$ cat src/rtl/pmu_evt_map_pkg.sv
package pmu_evt_map_pkg;
  localparam int EVT_W = 20;

  typedef enum logic [2:0] {
    EVC_NONE    = 3'd0,
    EVC_CYCLES  = 3'd1,
    EVC_INSTR   = 3'd2,
    EVC_DTR_RD  = 3'd3,
    EVC_DTR_WR  = 3'd4,
    EVC_ITR_MS  = 3'd5
  } evt_class_e;
endpackage

$ cat src/rtl/pmu_evt_decode.sv
module pmu_evt_decode
  import pmu_evt_map_pkg::*;
(
  input  logic [EVT_W-1:0] evt_i,
  output evt_class_e       cls_o,
  output logic             sup_o
);
  logic [3:0]  ev_type;
  logic [15:0] ev_code;
  logic [12:0] cache_id;
  logic [1:0]  cache_op;
  logic        cache_res;

  assign ev_type   = evt_i[19:16];
  assign ev_code   = evt_i[15:0];
  assign cache_id  = ev_code[15:3];
  assign cache_op  = ev_code[2:1];
  assign cache_res = ev_code[0];

  always_comb begin
    cls_o = EVC_NONE;
    if (ev_type == 4'd0) begin
      if (ev_code == 16'd1)      cls_o = EVC_CYCLES;
      else if (ev_code == 16'd2) cls_o = EVC_INSTR;
    end else if (ev_type == 4'd1 && cache_res) begin
      if (cache_id == 13'd3 && cache_op == 2'd0)      cls_o = EVC_DTR_RD;
      else if (cache_id == 13'd3 && cache_op == 2'd1) cls_o = EVC_DTR_WR;
      else if (cache_id == 13'd4 && cache_op == 2'd0) cls_o = EVC_ITR_MS;
    end
  end

  assign sup_o = (cls_o != EVC_NONE);
endmodule

$ cat src/rtl/pmu_evt_table.sv
module pmu_evt_table
  import pmu_evt_map_pkg::*;
#(
  parameter int NUM_CTRS = 32,
  localparam int CW = $clog2(NUM_CTRS)
)(
  input  logic                clk,
  input  logic                rst,
  input  logic                set_i,
  input  logic                clr_i,
  input  logic [CW-1:0]       wr_idx_i,
  input  evt_class_e          wr_cls_i,
  input  evt_class_e          key_a_i,
  output logic [NUM_CTRS-1:0] match_a_o,
  input  evt_class_e          key_b_i,
  output logic                any_b_o,
  input  logic [CW-1:0]       rd_idx_i,
  output logic                rd_vld_o,
  output evt_class_e          rd_cls_o
);
  logic       vld_q [NUM_CTRS];
  evt_class_e cls_q [NUM_CTRS];
  logic [NUM_CTRS-1:0] match_b;

  for (genvar i = 0; i < NUM_CTRS; i++) begin : g_ent
    always_ff @(posedge clk) begin
      if (rst) begin
        vld_q[i] <= 1'b0;
        cls_q[i] <= EVC_NONE;
      end else if (wr_idx_i == CW'(i)) begin
        if (clr_i) begin
          vld_q[i] <= 1'b0;
        end else if (set_i) begin
          vld_q[i] <= 1'b1;
          cls_q[i] <= wr_cls_i;
        end
      end
    end
    assign match_a_o[i] = vld_q[i] && (cls_q[i] == key_a_i);
    assign match_b[i]   = vld_q[i] && (cls_q[i] == key_b_i);
  end

  assign any_b_o  = |match_b;
  assign rd_vld_o = vld_q[rd_idx_i];
  assign rd_cls_o = cls_q[rd_idx_i];
endmodule

$ cat src/rtl/pmu_idx_encode.sv
module pmu_idx_encode #(
  parameter int N     = 32,
  parameter int OUT_W = 6
)(
  input  logic [N-1:0]     vec_i,
  output logic [OUT_W-1:0] idx_o
);
  always_comb begin
    idx_o = '0;
    for (int i = 0; i < N; i++) begin
      if (vec_i[i]) idx_o = OUT_W'(i);
    end
  end
endmodule

$ cat src/rtl/pmu_evt_map.sv
module pmu_evt_map
  import pmu_evt_map_pkg::*;
#(
  parameter int NUM_CTRS = 32,
  parameter int IDX_W    = $clog2(NUM_CTRS) + 1
)(
  input  logic                clk,
  input  logic                rst,
  input  logic [NUM_CTRS-1:0] avail_mask,
  output logic                cfg_bad,
  input  logic                wr_en,
  input  logic [IDX_W-1:0]    wr_ctr,
  input  logic [EVT_W-1:0]    wr_evt,
  output logic                wr_err,
  input  logic                lk_en,
  input  logic [EVT_W-1:0]    lk_evt,
  output logic                lk_hit,
  output logic [IDX_W-1:0]    lk_ctr,
  input  logic [IDX_W-1:0]    mon_ctr,
  output logic                mon_cyc,
  output logic                mon_ins
);
  localparam int CW        = $clog2(NUM_CTRS);
  localparam int FIRST_PRG = 3;
  localparam int MAX_PRG   = NUM_CTRS - FIRST_PRG;

  evt_class_e wr_cls, lk_cls, rd_cls;
  logic wr_sup, lk_sup, rd_vld, dup_b;
  logic cfg_fault, ctr_ok, wr_zero, do_set, do_clr, refuse;
  logic [NUM_CTRS-1:0] hit_vec;
  logic [IDX_W-1:0] hit_idx;
  logic mon_in_rng;

  pmu_evt_decode u_dec_wr (.evt_i(wr_evt), .cls_o(wr_cls), .sup_o(wr_sup));
  pmu_evt_decode u_dec_lk (.evt_i(lk_evt), .cls_o(lk_cls), .sup_o(lk_sup));

  assign cfg_fault = (|avail_mask[FIRST_PRG-1:0]) ||
                     ($countones(avail_mask) > MAX_PRG);
  assign ctr_ok    = !cfg_fault && (wr_ctr >= IDX_W'(FIRST_PRG)) &&
                     (wr_ctr < IDX_W'(NUM_CTRS)) && avail_mask[wr_ctr[CW-1:0]];
  assign wr_zero   = (wr_evt == '0);
  assign refuse    = wr_en && !(ctr_ok && (wr_zero || wr_sup));
  assign do_clr    = wr_en && ctr_ok && wr_zero;
  assign do_set    = wr_en && ctr_ok && wr_sup && !dup_b;

  pmu_evt_table #(.NUM_CTRS(NUM_CTRS)) u_tab (
    .clk(clk), .rst(rst),
    .set_i(do_set), .clr_i(do_clr),
    .wr_idx_i(wr_ctr[CW-1:0]), .wr_cls_i(wr_cls),
    .key_a_i(lk_cls), .match_a_o(hit_vec),
    .key_b_i(wr_cls), .any_b_o(dup_b),
    .rd_idx_i(mon_ctr[CW-1:0]), .rd_vld_o(rd_vld), .rd_cls_o(rd_cls)
  );

  pmu_idx_encode #(.N(NUM_CTRS), .OUT_W(IDX_W)) u_enc (
    .vec_i(hit_vec), .idx_o(hit_idx)
  );

  assign mon_in_rng = (mon_ctr < IDX_W'(NUM_CTRS));

  always_ff @(posedge clk) begin
    if (rst) begin
      cfg_bad <= 1'b0;
      wr_err  <= 1'b0;
      lk_hit  <= 1'b0;
      lk_ctr  <= '0;
      mon_cyc <= 1'b0;
      mon_ins <= 1'b0;
    end else begin
      cfg_bad <= cfg_fault;
      wr_err  <= refuse;
      lk_hit  <= lk_en && lk_sup && (|hit_vec);
      lk_ctr  <= (lk_en && lk_sup && (|hit_vec)) ? hit_idx : '0;
      mon_cyc <= (mon_ctr == '0) ||
                 (mon_in_rng && mon_ctr != IDX_W'(2) && rd_vld && rd_cls == EVC_CYCLES);
      mon_ins <= (mon_ctr == IDX_W'(2)) ||
                 (mon_in_rng && mon_ctr != '0 && rd_vld && rd_cls == EVC_INSTR);
    end
  end
endmodule

$ cat config.mk
export PLATFORM = sky130hd
export DESIGN_NAME = pmu_evt_map
export DESIGN_NICKNAME = d
export VERILOG_FILES = /design/src/rtl/pmu_evt_map_pkg.sv /design/src/rtl/pmu_evt_decode.sv /design/src/rtl/pmu_evt_table.sv /design/src/rtl/pmu_idx_encode.sv /design/src/rtl/pmu_evt_map.sv
export SDC_FILE = /design/constraint.sdc
export NUM_CORES = 1
export LEC_CHECK = 0
export ABC_AREA = 1
export BUFFER_PORTS_ARGS = -buffer_cell sky130_fd_sc_hd__buf_2
export CORE_MARGIN = 8
export CORE_UTILIZATION = 45
export CTS_CLUSTER_DIAMETER = 50
export CTS_CLUSTER_SIZE = 14
export DETAILED_ROUTE_END_ITERATION = 10
export GPL_TIMING_DRIVEN = 0
export SYNTH_ARGS = -nofsm -noshare
export SYNTH_HDL_FRONTEND = slang
export SYNTH_HIERARCHICAL = 1
export SYNTH_SLANG_ARGS = --single-unit
$ cat constraint.sdc
create_clock -name clk -period 20 [get_ports clk]
set_input_delay 4 -clock clk [delete_from_list [all_inputs] [get_ports clk]]
set_output_delay 4 -clock clk [all_outputs]
set_load 0.03 [all_outputs]
### After elaboration in Yosys (flattened, before gate mapping)

Memory sizes are Yosys's and may differ from the RTL's.
Index checks and enable logic that the tools add are counted.

| word-level totals | value |
|---|---|
| register bits | 11 |
| bits in writable memories | 128 |
| logic and storage cells | 704 |
| memories kept | 2 |

| operators by class | value |
|---|---|
| add/sub/neg operators | 31 |
| $lt $le $gt $ge | 5 |
| equal/unequal tests | 111 |
| mux-type cells | 340 |
| bitwise logic cells | 97 |
| reduce and logical (&&, ||, !) cells | 111 |

Memories:

| memory | depth | width | read ports | clocked after Yosys merged registers in | write ports | line | RTL |
|---|---|---|---|---|---|---|---|
| u_tab.cls_q | 32 | 3 | 33 | 0 | 32 | pmu_evt_table.sv:22 | `evt_class_e cls_q [NUM_CTRS];` |
| u_tab.vld_q | 32 | 1 | 33 | 0 | 32 | pmu_evt_table.sv:21 | `logic vld_q [NUM_CTRS];` |

Operators by type and width:

| operator | count |
|---|---|
| two-way mux 1 bit | 263 |
| == test 3 bit | 64 |
| two-way mux 3 bit | 48 |
| bitwise OR 1 bit | 96 |
| OR reduction 32 bit | 3 |
| logical AND 1 bit | 89 |
| == test 5 bit, second input constant | 16 |
| two-way mux 5 bit | 16 |
| == test 5 x 4 -> 1 bit, second input constant | 8 |
| adder 1 x 1 -> 2 bit | 16 |
| == test 16 x 1 -> 1 bit, second input constant | 2 |
| == test 16 x 2 -> 1 bit, second input constant | 2 |
| two-way mux 4 bit | 8 |
| == test 13 x 2 -> 1 bit, second input constant | 2 |
| == test 13 x 3 -> 1 bit, second input constant | 2 |
| adder 2 x 2 -> 3 bit | 8 |
| == test 5 x 3 -> 1 bit, second input constant | 4 |
| logical NOT 20 bit | 1 |
| adder 3 x 3 -> 4 bit | 4 |
| less-than comparator 6 bit, second input constant | 2 |
| adder 4 x 4 -> 5 bit | 2 |
| == test 5 x 2 -> 1 bit, second input constant | 2 |
| == test 4 x 1 -> 1 bit, second input constant | 2 |
| logical NOT 4 bit | 2 |
| 22 further kinds | 33 |

### Logic depth before layout (Yosys ltp)

Gate-level depths: netlist of run 1.

| logic depth | value |
|---|---|
| depth after elaboration | 40 |
| gate-level depth with buffers | 45 |
| depth with buffers taken out | 43 |

### Modules after synthesis

Netlist of run 1, hierarchy kept.

By module, submodules not included:

| module | instances | cells an instance | area an instance (um^2) |
|---|---|---|---|
| pmu_evt_table | 1 | 1397 | 9674.3 |
| pmu_evt_map | 1 | 258 | 1815.5 |
| pmu_evt_decode | 2 | 54 | 270.3 |
| pmu_idx_encode | 1 | 102 | 419.2 |

### Worst setup path before layout of run 1

Ideal clock, no wire load.

| path | value |
|---|---|
| path type | input port to flip-flop |
| start | in avail_mask[0] |
| end | mem u_tab.vld_q[2] (enable) |
| arrival | 9.081 ns |
| required time | 19.710 ns |
| setup slack | 10.629 ns |
| stages | 25 |
| buffers on the path | 3 |
| path through | inv_1 fa_1 fa_1 fa_1 fa_1 fa_1 fa_1 inv_1 ha_1 inv_1 fa_1 nand3b_1 nor2_1 nand4_1 nand2_1 nor2_2 nand4_1 nor2_1 buf_2 nor2_2 buf_4 buf_6 nand3_1 nand2_1 a31o_2 |

RTL lines:

| what | line | RTL |
|---|---|---|
| start: declaration | pmu_evt_map.sv:9 | `input logic [NUM_CTRS-1:0] avail_mask,` |
| end: declaration | pmu_evt_table.sv:21 |  |

==> flow_metrics.env, run 1 <==
export IMPL_async_reset_ff_frac=0
export IMPL_coreArea_um2=27500
export IMPL_total_grt_usage=0.324
export IMPL_globalplace_congestion=1.08
export IMPL_rows=61
export IMPL_synth_top_cells_by_count="sky130_fd_sc_hd__nand2_1 (558), sky130_fd_sc_hd__nor2_1 (264), sky130_fd_sc_hd__inv_1 (227), sky130_fd_sc_hd__nand3_1 (139), sky130_fd_sc_hd__edfxtp_1 (128)"
export IMPL_holdBufCountCts=0
export IMPL_postLayoutCoreUtil=0.512
export IMPL_violations="DRC, capacitance limit, slew limit"
export IMPL_critPathMostFrequentCell="sky130_fd_sc_hd__fa_1"
export IMPL_synth_warning_count=6
export IMPL_count_of_buffering_cells_on_the_critical_path_with_inverters_included=7
export IMPL_timing_critical_path_slowest_stage_cell="sky130_fd_sc_hd__fa_1"
export IMPL_synth_edff_count=128
export IMPL_die_x_um=182
export IMPL_clock_sinks=139
export IMPL_post_synth_cell_area_avg_um2=6.68
export IMPL_power_ir_vdd_worst_mv=0.102
export IMPL_worst_endpoint_arrival_ps=9770
export IMPL_synth_cell_types=48
export IMPL_worst_slew_pin_transition_ps=1730
export IMPL_timing_critical_path_max_delay_family="adder cells"
export IMPL_io_buffer_count=98
export IMPL_wire_length_of_the_first_global_routing_pass_um=78800
export IMPL_synthesis_area_um2=12400
export IMPL_die_h_um=182
export IMPL_synth_area_leaders="sky130_fd_sc_hd__edfxtp_1 (31%), sky130_fd_sc_hd__nand2_1 (17%), sky130_fd_sc_hd__nor2_1 (8.0%)"
export IMPL_regToRegStartpoint="u_tab/cls_q[2][0]"
export IMPL_leakagePower_nw=6.48
export IMPL_post_cts_resized=0
export IMPL_via_count=13300
export IMPL_drt_pre_antenna_iters=10
export IMPL_report_final_slew_viol_count=9
export IMPL_synth_top_cell_by_area="sky130_fd_sc_hd__edfxtp_1"
export IMPL_synth_most_common_cell="sky130_fd_sc_hd__nand2_1"
export IMPL_setup_violations_final=0
export IMPL_clk_path_buf_depth=2
export IMPL_fin_hold_ws_ps=1010
export IMPL_rsz0062_at_grt="no"
export IMPL_grt_ovfl_total=0
export IMPL_setup_worst_path_end="u_tab/vld_q[3]"
export IMPL_final_setup_skew_ps=16.2
export IMPL_dieArea_um2=33200
export IMPL_clock_insertion_delay_at_the_later_pin_of_the_skew_report_ps=440
export IMPL_fmax_mhz=104
export IMPL_critical_path_cell_count=26
export IMPL_power_density_cell_area_nw_per_um2=69.0
export IMPL_syn_nets=1985
export IMPL_yosys_most_used_dff="sky130_fd_sc_hd__edfxtp_1"
export IMPL_final_net_count=2110
export IMPL_fin_crit_sh=0.481
export IMPL_ys_ff_latch=139
export IMPL_dp_worst_setup_slack_ps=9940
export IMPL_grt_antenna_before_repair=0
export IMPL_syn_instance_count=1865
export IMPL_pin_count_of_the_biggest_net_entering_global_routing=19
export IMPL_n_fill_cell=2868
export IMPL_diodes=0
export IMPL_cts_made_buffers=17
export IMPL_clk_transition_reported_paths_ps=80
export IMPL_worst_r2r_path_depth=35
export IMPL_htree_levels=4
export IMPL_top_cell_type_s_share_of_synthesized_area=0.309
export IMPL_first_iter_violations=1842
export IMPL_mean_routed_wirelength_per_cell_um=23.1
export IMPL_start_kind="input port"
export IMPL_remaining_drc_errors=1
export IMPL_setup_tns_ps=0
export IMPL_required_time_at_the_worst_slack_endpoint_ps=20160
export IMPL_hpwl_um=43500
export IMPL_timing_hold_violations_final=0
export IMPL_min_delay_path_class="flip-flop to flip-flop"
export IMPL_critPathMaxFanout=10
export IMPL_io_pins=99
export IMPL_drt_vias_per_instance=5.67
export IMPL_start_point_of_the_critical_path="avail_mask[0]"
export IMPL_initial_utilization=0.453
export IMPL_status="complete, but fails checks"
export IMPL_syn_to_final_growth_pct=12.9
export IMPL_slew_headroom=-0.182
export IMPL_final_layout_size_suffix_gt1_frac=0.168
export IMPL_cts_tree="built"
export IMPL_maxCapViolations=3
export IMPL_clk_root_buffer_cell="sky130_fd_sc_hd__clkbuf_16"
export IMPL_crit_path_time_final_ps=9610
export IMPL_antenna_violating_nets_post_route=0
export IMPL_criticalPathCategory="input port to flip-flop"
export IMPL_vias_in_the_first_global_route=12300
export IMPL_sequential_element_share_of_the_synthesized_area=0.326
export IMPL_highest_cell_delay_on_the_worst_timing_path_ps=570
export IMPL_postRouteWirelength_um=54300
export IMPL_crit_path_end_kind="flip-flop"
export IMPL_regToRegEndpoint="lk_ctr[0]"
export IMPL_postCtsSetupBuffers=0
export IMPL_final_critical_path_setup_slack_ps=10390
export IMPL_r2r_slack_ps=16270
[how the worst min path moves through the flow]
stage / start / endpoint / slack, ps / cells after the start
finish: u_tab/cls_q[30][0] / lk_ctr[0] / 1010 / 5
floorplan: u_tab/cls_q[30][0] / lk_ctr[0] / 760 / 5
detailed placement: u_tab/vld_q[31] / lk_ctr[0] / 1050 / 5
CTS: u_tab/vld_q[31] / lk_ctr[0] / 1050 / 5
global placement: u_tab/cls_q[30][0] / lk_ctr[0] / 1030 / 5
global route: u_tab/cls_q[30][0] / lk_ctr[1] / 1090 / 4
[power breakdown]
part / switching [mW] / internal, mW / total, mW
sequential: 0.0154 / 0.326 / 0.342
combinational: 0.183 / 0.119 / 0.302
clock: 0.156 / 0.171 / 0.327
[worst min-delay path: stages (launching register included)]
cell and delay (ps):
sky130_fd_sc_hd__edfxtp_1 440, sky130_fd_sc_hd__a2111oi_1 210, sky130_fd_sc_hd__inv_1 70, sky130_fd_sc_hd__nand2_1 50, sky130_fd_sc_hd__nand2_1 40, sky130_fd_sc_hd__nor3b_1 160
[layer usage]
metal / share of wire / wire length (um) / GRT usage / up-vias
met5: 0 / 0 / 0 / -
li1: - / - / - / 6233
met1: 0.40 / 21900 / 0.425 / 6150
met3: 0.12 / 6510 / 0.0815 / 138
met2: 0.43 / 23400 / 0.498 / 792
met4: 0.046 / 2470 / 0.144 / 0
[registers in the layout, indices dropped and copies added, names as in the netlist]
signal	count
lk_ctr	6
cfg_bad	1
mon_ins	1
lk_hit	1
u_tab/vld_q	32
wr_err	1
mon_cyc	1
u_tab/cls_q	96
[layout by cell type, fill, tap and decap left out, drive strengths merged, types with 7 or more instances in the layout]
master	synthesis	layout
ha	8	8
o22ai	12	12
nor4	17	17
clkinv	1	9
edfxtp	128	128
a211oi	9	9
nor2	307	307
buf	62	162
inv	263	270
clkbuf	32	51
o21ai	100	100
a21oi	43	43
fa	24	24
a2111oi	22	22
or2	8	8
xor2	24	24
nand3	143	143
nor3	8	8
dfxtp	11	11
nand2	572	572
nand4	17	17
o2111ai	7	7
a31o	27	27
[layout make-up]
class                           count  area (um^2)  share of cell area
Clock buffer                       17          425              0.0303
Multi-Input combinational cell   1367         6880               0.490
Inverter                          265         1020              0.0723
Buffer                             94          495              0.0352
Sequential cell                   139         4060               0.289
Clock inverter                     15          189              0.0134
Timing Repair Buffer              106          551              0.0392
Tap cell                          346          433              0.0308
[cells by family after synthesis]
kind of cell | count (synthesis) | synth area share
other cells | 1 | 0.000301
flops | 139 | 0.326
buf+inv | 359 | 0.121
fa+ha+maj | 32 | 0.0466
simple gates | 1081 | 0.373
compound gates | 224 | 0.112
xor+xnor | 29 | 0.0204
[through the flow]
stage / power, mW / cell area [um^2] / std cells
floorplan: 0.557 / 12400 / 1865
global placement: 0.640 / 13400 / 2309
detailed placement: 0.646 / 13400 / 2315
CTS: 0.971 / 14000 / 2347
global route: 1.03 / 14100 / 2349
finish: 0.970 / 14100 / 2349
(Power assumes the default switching activity.)
==> inputs of run 2 (changes only) <==
--- a/config.mk
+++ b/config.mk
@@ -13,6 +13,7 @@
 export CTS_CLUSTER_SIZE = 14
 export DETAILED_ROUTE_END_ITERATION = 10
 export GPL_TIMING_DRIVEN = 0
+export PLACE_DENSITY = 0.65
 export SYNTH_ARGS = -nofsm -noshare
 export SYNTH_HDL_FRONTEND = slang
 export SYNTH_HIERARCHICAL = 1
==> constraint.sdc (replaced) <==
create_clock -name clk -period 8.67 [get_ports clk]
set_input_delay 1.734 -clock clk [delete_from_list [all_inputs] [get_ports clk]]
set_output_delay 1.734 -clock clk [all_outputs]
set_load 0.03 [all_outputs]
==> flow_metrics.env, run 2 (synthesized netlist as in run 1, its figures left out) <==
export IMPL_min_delay_start="u_tab/cls_q[31][1]"
export IMPL_worstHoldEndpoint="lk_ctr[0]"
export IMPL_clk_root_buffer_cell="sky130_fd_sc_hd__clkbuf_16"
export IMPL_timing_critical_path_max_delay_family="adder cells"
export IMPL_rsz0062_at_grt="no"
export IMPL_timing_hold_violations_final=0
export IMPL_number_of_instances_on_the_worst_hold_path=5
export IMPL_net_switching_mw=0.757
export IMPL_holdBufCountCts=0
export IMPL_critical_path_cell_count=26
export IMPL_clk_path_buf_depth=2
export IMPL_critPathMaxFanout=10
export IMPL_report_final_slew_viol_count=1
export IMPL_setup_violations_final=0
export IMPL_worst_slew_pin_transition_ps=1470
export IMPL_globalRouteMet3Util=0.0575
export IMPL_io_pins=99
export IMPL_post_cts_resized=0
export IMPL_globalplace_congestion=1.05
export IMPL_top_usage_layer="met2"
export IMPL_total_grt_usage=0.300
export IMPL_hpwl_um=41200
export IMPL_violations="capacitance limit, slew limit"
export IMPL_regToRegStartpoint="u_tab/cls_q[2][1]"
export IMPL_min_delay_path_class="flip-flop to flip-flop"
export IMPL_crit_path_end_kind="flip-flop"
export IMPL_die_x_um=182
export IMPL_start_kind="input port"
export IMPL_first_iter_violations=1582
export IMPL_clock_insertion_delay_at_the_later_pin_of_the_skew_report_ps=430
export IMPL_required_time_at_the_worst_slack_endpoint_ps=8810
export IMPL_share_comb_of_total_power=0.319
export IMPL_die_h_um=182
export IMPL_worst_endpoint_arrival_ps=7600
export IMPL_final_net_count=2105
export IMPL_clk_transition_reported_paths_ps=70
export IMPL_grt_ovfl_total=0
export IMPL_count_of_buffering_cells_on_the_critical_path_with_inverters_included=7
export IMPL_fmax_mhz=134
export IMPL_htree_levels=4
export IMPL_coreArea_um2=27500
export IMPL_slew_headroom=-0.00832
export IMPL_postLayoutCoreUtil=0.508
export IMPL_use_met1=0.385
export IMPL_maxCapViolations=1
export IMPL_drt_pre_antenna_iters=6
export IMPL_fin_cells=2344
export IMPL_registers_top_by_ff_count="u_tab/cls_q"
export IMPL_largest_register_ffs=96
export IMPL_total_power_mw=2.19
export IMPL_global_route_usage_met2=0.475
export IMPL_leakagePower_nw=6.42
export IMPL_postCtsSetupBuffers=0
export IMPL_critPathMostFrequentCell="sky130_fd_sc_hd__fa_1"
export IMPL_criticalPathCategory="input port to flip-flop"
export IMPL_start_point_of_the_critical_path="avail_mask[17]"
export IMPL_diodes=0
export IMPL_initial_utilization=0.453
export IMPL_largest_registers="u_tab/cls_q x96, u_tab/vld_q x32, lk_ctr x6"
export IMPL_p_int_mw=1.43
export IMPL_pwr_share_clk=0.321
export IMPL_dieArea_um2=33200
export IMPL_final_layout_size_suffix_gt1_frac=0.165
export IMPL_crit_path_time_final_ps=7460
export IMPL_switching_share=0.346
export IMPL_fin_crit_sh=0.861
export IMPL_cts_made_buffers=17
export IMPL_syn_to_final_growth_pct=12.1
export IMPL_via_count=13100
export IMPL_highest_cell_delay_on_the_worst_timing_path_ps=550
export IMPL_drt_vias_per_instance=5.58
export IMPL_vias_in_the_first_global_route=12300
export IMPL_status="complete, but fails checks"
export IMPL_pin_count_of_the_biggest_net_entering_global_routing=17
export IMPL_wire_length_of_the_first_global_routing_pass_um=74200
export IMPL_mean_routed_wirelength_per_cell_um=21.4
export IMPL_most_common_cell_after_layout_fill_and_taps_aside="sky130_fd_sc_hd__nand2_1"
export IMPL_timing_critical_path_slowest_stage_cell="sky130_fd_sc_hd__fa_1"
export IMPL_postRouteWirelength_um=50100
export IMPL_fin_hold_ws_ps=998
export IMPL_layout_cells_most_common_list="sky130_fd_sc_hd__nand2_1 (558), sky130_fd_sc_hd__nor2_1 (264), sky130_fd_sc_hd__inv_1 (227)"
export IMPL_remaining_drc_errors=0
export IMPL_p_seq_frac=0.360
export IMPL_antenna_violating_nets_post_route=0
export IMPL_rows=61
export IMPL_n_fill_cell=2762
export IMPL_dpl_cell_count=2311
export IMPL_grt_antenna_before_repair=0
export IMPL_io_buffer_count=98
export IMPL_cts_tree="built"
export IMPL_clock_sinks=139
export IMPL_r2r_slack_ps=5110
export IMPL_regToRegEndpoint="lk_ctr[0]"
export IMPL_final_setup_skew_ps=14.0
export IMPL_worst_r2r_path_depth=36
export IMPL_power_density_cell_area_nw_per_um2=157
export IMPL_setup_tns_ps=0
export IMPL_power_ir_vdd_worst_mv=0.315
run 2: routing by layer:
metal	share of wire	vias up	wire (um)
met5	0	-	0
met4	0.055	0	2740
met2	0.44	816	21900
met3	0.11	143	5500
li1	-	6226	-
met1	0.40	5900	19900
run 2: per-stage QoR:
stage | worst slack, ps | cell area [um^2]
floorplan | 1570 | 12400
global placement | 669 | 13400
detailed placement | 713 | 13400
CTS | 1130 | 14000
global route | 899 | 14000
finish | 1210 | 14000
run 2: layout make-up:
type                       instances  area [um^2]  share of cell area
inverter                         265         1020              0.0728
tap                              346          433              0.0310
multi-input combinational       1367         6880               0.493
clock buffer                      18          429              0.0307
timing repair buffer             101          509              0.0365
buffer                            94          495              0.0355
clock inverter                    14          134             0.00959
sequential                       139         4060               0.291
run 2: worst max-delay path by stage:
stage,endpoint,slack [ps]
floorplan,u_tab/vld_q[8],1570
global placement,u_tab/vld_q[3],670
detailed placement,u_tab/vld_q[3],710
CTS,u_tab/vld_q[3],1130
global route,u_tab/vld_q[3],900
finish,u_tab/vld_q[3],1210
run 2: power groups by stage:
stage / Sequential [mW] / Clock (mW) / Combinational, mW
6_report: 0.788 / 0.701 / 0.698
5_1_grt: 0.788 / 0.733 / 0.803
2_1_floorplan: 0.782 / 0 / 0.504
4_1_cts: 0.784 / 0.704 / 0.705
3_5_place_dp: 0.798 / 0 / 0.699
3_3_place_gp: 0.799 / 0 / 0.679
run 2: worst min-delay path, delay by kind of cell, from the launching register on:
kind	cells	cell delay (ps)
compound gates	1	130
buf+inv	1	80
simple gates	2	170
flops	1	430
xor+xnor	1	150
